**src/rtl/fpsc_pkg.sv**
```systemverilog
package fpsc_pkg;
  localparam int CSR_W     = 32;
  localparam int EXC_N     = 5;
  localparam int RM_LSB    = 0;
  localparam int RM_W      = 2;
  localparam int FLAG_LSB  = 2;
  localparam int EN_LSB    = 7;
  localparam int CAUSE_LSB = 12;
  localparam int CAUSE_W   = 6;
  localparam int DN_BIT    = 18;
  localparam int CODE_W    = 12;
  localparam logic [RM_W-1:0]   RM_ZERO   = 2'b01;
  localparam logic [CODE_W-1:0] TRAP_CODE = 12'h120;

  typedef enum logic [1:0] {
    REL_LT = 2'd0,
    REL_EQ = 2'd1,
    REL_GT = 2'd2,
    REL_UN = 2'd3
  } rel_e;
endpackage

```
**src/rtl/fpsc_exc_merge.sv**
```systemverilog
module fpsc_exc_merge
  import fpsc_pkg::*;
(
  input  logic [CSR_W-1:0] csr_i,
  input  logic [EXC_N-1:0] exc_i,
  output logic [CSR_W-1:0] csr_nxt_o,
  output logic             raise_o
);
  logic [EXC_N-1:0] cause_new;
  logic [EXC_N-1:0] en_cur;

  assign en_cur = csr_i[EN_LSB +: EXC_N];

  // flags rebuilt per op, causes sticky
  for (genvar k = 0; k < EXC_N; k++) begin : g_bit
    assign cause_new[k] = csr_i[CAUSE_LSB+k] | exc_i[k];
  end

  always_comb begin
    csr_nxt_o = csr_i;
    csr_nxt_o[FLAG_LSB +: EXC_N]  = exc_i;
    csr_nxt_o[CAUSE_LSB +: EXC_N] = cause_new;
  end

  assign raise_o = (|exc_i) && (|(cause_new & en_cur));
endmodule

```
**src/rtl/fpsc_mode_dec.sv**
```systemverilog
module fpsc_mode_dec
  import fpsc_pkg::*;
(
  input  logic [CSR_W-1:0] csr_i,
  output logic             rnd_zero_o,
  output logic             flush_zero_o
);
  assign rnd_zero_o   = (csr_i[RM_LSB +: RM_W] == RM_ZERO);
  assign flush_zero_o = csr_i[DN_BIT];
endmodule

```
**src/rtl/fpsc_cmp_eval.sv**
```systemverilog
module fpsc_cmp_eval
  import fpsc_pkg::*;
(
  input  logic       cmp_en_i,
  input  logic       cmp_gt_i,
  input  logic [1:0] cmp_rel_i,
  output logic       t_wr_o,
  output logic       t_val_o,
  output logic       unord_o
);
  rel_e rel;
  assign rel     = rel_e'(cmp_rel_i);
  assign unord_o = cmp_en_i && (rel == REL_UN);
  assign t_wr_o  = cmp_en_i && (rel != REL_UN);
  assign t_val_o = cmp_gt_i ? (rel == REL_GT) : (rel == REL_EQ);
endmodule

```
**src/rtl/fpsc_ctrl.sv**
```systemverilog
module fpsc_ctrl
  import fpsc_pkg::*;
#(
  parameter logic [CSR_W-1:0] WR_MASK = 32'h0007_FFFF
) (
  input  logic              clk_i,
  input  logic              rst_ni,
  input  logic              ld_en_i,
  input  logic [CSR_W-1:0]  ld_data_i,
  input  logic              upd_en_i,
  input  logic [EXC_N-1:0]  exc_i,
  input  logic              cmp_en_i,
  input  logic              cmp_gt_i,
  input  logic [1:0]        cmp_rel_i,
  output logic [CSR_W-1:0]  csr_o,
  output logic              rnd_zero_o,
  output logic              flush_zero_o,
  output logic              trap_o,
  output logic [CODE_W-1:0] trap_code_o,
  output logic              t_bit_o
);
  logic [CSR_W-1:0] csr_q, csr_nxt;
  logic             raise, trap_q, t_q;
  logic             t_wr, t_val, unord, upd_acc;

  fpsc_exc_merge u_merge (
    .csr_i     (csr_q),
    .exc_i     (exc_i),
    .csr_nxt_o (csr_nxt),
    .raise_o   (raise)
  );

  fpsc_mode_dec u_mode (
    .csr_i        (csr_q),
    .rnd_zero_o   (rnd_zero_o),
    .flush_zero_o (flush_zero_o)
  );

  fpsc_cmp_eval u_cmp (
    .cmp_en_i  (cmp_en_i),
    .cmp_gt_i  (cmp_gt_i),
    .cmp_rel_i (cmp_rel_i),
    .t_wr_o    (t_wr),
    .t_val_o   (t_val),
    .unord_o   (unord)
  );

  assign upd_acc = upd_en_i || unord;

  always_ff @(posedge clk_i or negedge rst_ni) begin
    if (!rst_ni) begin
      csr_q  <= '0;
      trap_q <= 1'b0;
    end else if (ld_en_i) begin
      csr_q  <= ld_data_i & WR_MASK;
      trap_q <= 1'b0;
    end else if (upd_acc) begin
      csr_q  <= csr_nxt;
      trap_q <= raise;
    end else begin
      trap_q <= 1'b0;
    end
  end

  always_ff @(posedge clk_i or negedge rst_ni) begin
    if (!rst_ni)   t_q <= 1'b0;
    else if (t_wr) t_q <= t_val;
  end

  assign csr_o       = csr_q;
  assign trap_o      = trap_q;
  assign trap_code_o = trap_q ? TRAP_CODE : '0;
  assign t_bit_o     = t_q;
endmodule

```
**config.mk**
```make
export PLATFORM = sky130hd
export DESIGN_NAME = fpsc_ctrl
export DESIGN_NICKNAME = d
export VERILOG_FILES = /design/src/rtl/fpsc_pkg.sv /design/src/rtl/fpsc_exc_merge.sv /design/src/rtl/fpsc_mode_dec.sv /design/src/rtl/fpsc_cmp_eval.sv /design/src/rtl/fpsc_ctrl.sv
export SDC_FILE = /design/constraint.sdc
export NUM_CORES = 1
export LEC_CHECK = 0
export ABC_AREA = 1
export BUFFER_PORTS_ARGS = -buffer_cell sky130_fd_sc_hd__buf_2
export CAP_MARGIN = 30
export CORE_MARGIN = 5
export CORE_UTILIZATION = 39
export CTS_CLUSTER_DIAMETER = 30
export DETAILED_ROUTE_END_ITERATION = 6
export PLACE_DENSITY = 0.79
export REMOVE_ABC_BUFFERS = 1
export SYNTH_ARGS = -nofsm -noshare
export SYNTH_HDL_FRONTEND = slang
export SYNTH_SLANG_ARGS = --single-unit
```
**constraint.sdc**
```tcl
create_clock -name clk_i -period 0.89 [get_ports clk_i]
set_input_delay 0.0445 -clock clk_i [delete_from_list [all_inputs] [get_ports clk_i]]
set_output_delay 0.0445 -clock clk_i [all_outputs]
set_load 0.03 [all_outputs]
```
==> results_dict.tcl <==
set metrics [dict create \
    status "finished, violations left" \
    failed_checks "setup timing" \
    grt_first_pass_wirelength_mm 5.195 \
    syn2layout_area_growth_pct 56.22 \
    final.fill_count 276 \
    swShare_pct 38.27 \
    portBuffers 56 \
    ys_warn_count 0 \
    drc_errors 0 \
    timing.final.crit_share_pct 117.9 \
    power_w 0.002787 \
    crit_path_max_fanout 2 \
    critPathArrivalTime_ns 1.00 \
    die_y_um 65.61 \
    wl_per_cell_um 12.22 \
    die_w_um 65.61 \
    dpl.hpwl_mm 2.300 \
    final-seq-area_um2 526.8 \
    switchingPower_w 0.001067 \
    min_period_ns 1.049 \
    drt-vias-per-instance 4.458 \
    grt_pass1_vias 1185 \
    worstPathRequired_ns 0.85 \
    cts_root_buf "clkbuf_4" \
    synthFlopType "dfrtp_1" \
    place_ws_ns -0.02592 \
    clock_sinks 21 \
    pwr-share-comb_pct 41.7 \
    hold_viol 0 \
    clk_latency_ns 0.31 \
    h-tree-depth 1 \
    maxCapViolCount 0 \
    fmax_mhz 953.3 \
    fin_ws_ns -0.1590 \
    drive_above_1_share_pct 37.60 \
    clk_pin_slew_ns 0.13 \
    vias 1226 \
    ys_top_cells_by_area "dfrtp_1 44%, buf_4 17%, nand2_1 16%, nor2_1 4.4%, o21ai_0 3.7%" \
    fp-row-count 20 \
    antenna_found_initial 0 \
    yosys.cell_types.count 17 \
    synth_commonest_cells "53 x nand2_1, 28 x buf_4, 21 x dfrtp_1" \
    seq_area_frac_synth_pct 43.57 \
    start_util_pct 40.17 \
    layout.nets 288 \
    overflow 0 \
    syn_avg_cell_area_um2 7.586 \
    numCtsBuffers 3 \
    critPathLaunchType "flop" \
    place_congestion 0.7712 \
    min_path_type "in -> reg" \
    wl_mm 3.360 \
    ys_ff_latch 21 \
    synth_top_area_share_pct 43.57 \
    rsz0062_at_grt "yes" \
    grt_usage_pct 15.51 \
    endpoint_kind "output pin" \
    grt_max_degree 22 \
    coreArea_um2 3003 \
    sequentialPowerShare_pct 40.8 \
    internal-power_w 0.001721 \
    multi_input_area_um2 526.8 \
    p_leak_nw 1.036 \
    antenna_cells 0 \
    synth_top_cell_by_area "dfrtp_1" \
    yosysMostFrequentCell "nand2_1" \
    synth_edf_count 0 \
    p_clk_share_pct 17.5 \
    synth_cells 159 \
    postSynth.asyncResetShare_pct 100.0 \
    max_stage_delay_ns 0.43 \
    cts_tree "built" \
    path_cells "buf_6 -> buf_6" \
    drt_first_pass_iters 4 \
    io_pins 93 \
    path_common_cell "buf_6" \
    synth_area_um2 1206 \
    slowest_stage "dfrtp_1" \
    ant_nets 0 \
    die-area_um2 4305 \
    finClkSkew_ns 0.01162 \
    critical_path_class "reg -> out" \
    ir_worst_vdd_mv 0.7957 \
    cts_buffer_depth 2 \
    setup-violations-final 28 \
    power_density_nw_per_um2 1479 \
    drv_slew 0 \
    drtIter0Drc 39 \
]
==> registers in the layout (all words and copies together) (netlist names) <==
signal and count:
trap_o 1, t_bit_o 1, csr_o 19
==> metrics by stage <==
stage,setup TNS (ns),utilization (%),cells,hold slack [ns],area (um^2)
finish,-1.625,62.75,275,0.01072,1884
global route,-2.881,62.75,275,0.01755,1884
CTS,-1.868,60.92,272,0.001836,1829
detailed placement,-0.03272,48.50,248,0.03789,1456
global placement,-0.02404,48.50,248,0.03296,1456
floorplan,-0.2593,-,151,-0.2511,1062
==> worst paths after layout <==
path / startpoint / endpoint / slack [ns] / depth (start not counted)
hold / removal: ld_data_i[4] / csr_o[4]$_DFFE_PN0P_ / 0.01 / 3
setup reg to reg: csr_o[13]$_DFFE_PN0P_ / trap_o$_DFF_PN0_ / -0.09 / 5
setup / recovery: csr_o[13]$_DFFE_PN0P_ / csr_o[13] / -0.16 / 2
hold reg to reg: csr_o[17]$_DFFE_PN0P_ / csr_o[17]$_DFFE_PN0P_ / 0.52 / 2
max in group asynchronous: rst_ni / trap_o$_DFF_PN0_ / 0.32 / 2
min in group asynchronous: rst_ni / csr_o[10]$_DFFE_PN0P_ / 0.22 / 2
==> worst max-delay path: cells and delay by family, from the launching register on <==
family   cells  cell delay [ns]
buf+inv      2             0.26
flops        1             0.43
==> cell families (layout without fill, tap and decap cells) <==
logic type	Yosys count	in the layout	synth area share (%)
compound gates	24	24	10.37
flops	21	21	43.57
buf+inv	41	102	22.20
other cells	1	23	0.3109
simple gates	72	72	23.55
==> timing repair <==
item / 4_1_cts / 5_1_grt
resized for setup: 55 / 12
endpoints found under the hold margin: 30 / 0
setup buffers: 10 / 3
setup endpoints to repair: 27 / 30
hold buffers: 10 / 0
pin swaps: 4 / 5
==> area by class of cell <==
cell class	instances	share of cell area (%)
clock buffers	3	1.195
clock inverters	1	0.3984
inverters	11	2.191
multi-input cells	119	27.95
flip-flops and latches	21	27.95
well taps	33	2.191
repair buffers	87	38.11
==> power by group through the flow <==
stage,clock (W),combinational [W],sequential (W)
final,0.000487,0.00116,0.00114
after global routing,0.000540,0.00125,0.00115
after CTS,0.000508,0.00111,0.00113
after detailed placement,0,0.000848,0.00113
after global placement,0,0.000840,0.00113
after floorplan,0,0.000299,0.00135
==> metal layers <==
metal	wire [um]	track usage, %
met1	1258	18.02
met5	0	0
met2	1783	28.07
met4	0	3.886
met3	318	4.103
==> placed cells by master (no fill, tap or decap), types with 5 or more instances in the layout <==
master	netlist	layout
a21oi_1	5	5
buf_2	1	31
buf_4	28	17
buf_6	1	28
conb_1	1	23
dfrtp_1	21	20
dlygate4sd3_1	0	10
inv_1	10	10
nand2_1	53	52
nor2_1	14	11
o21ai_0	9	5
o21ai_1	8	9
Note: power is estimated with default switching activity, not from simulation.
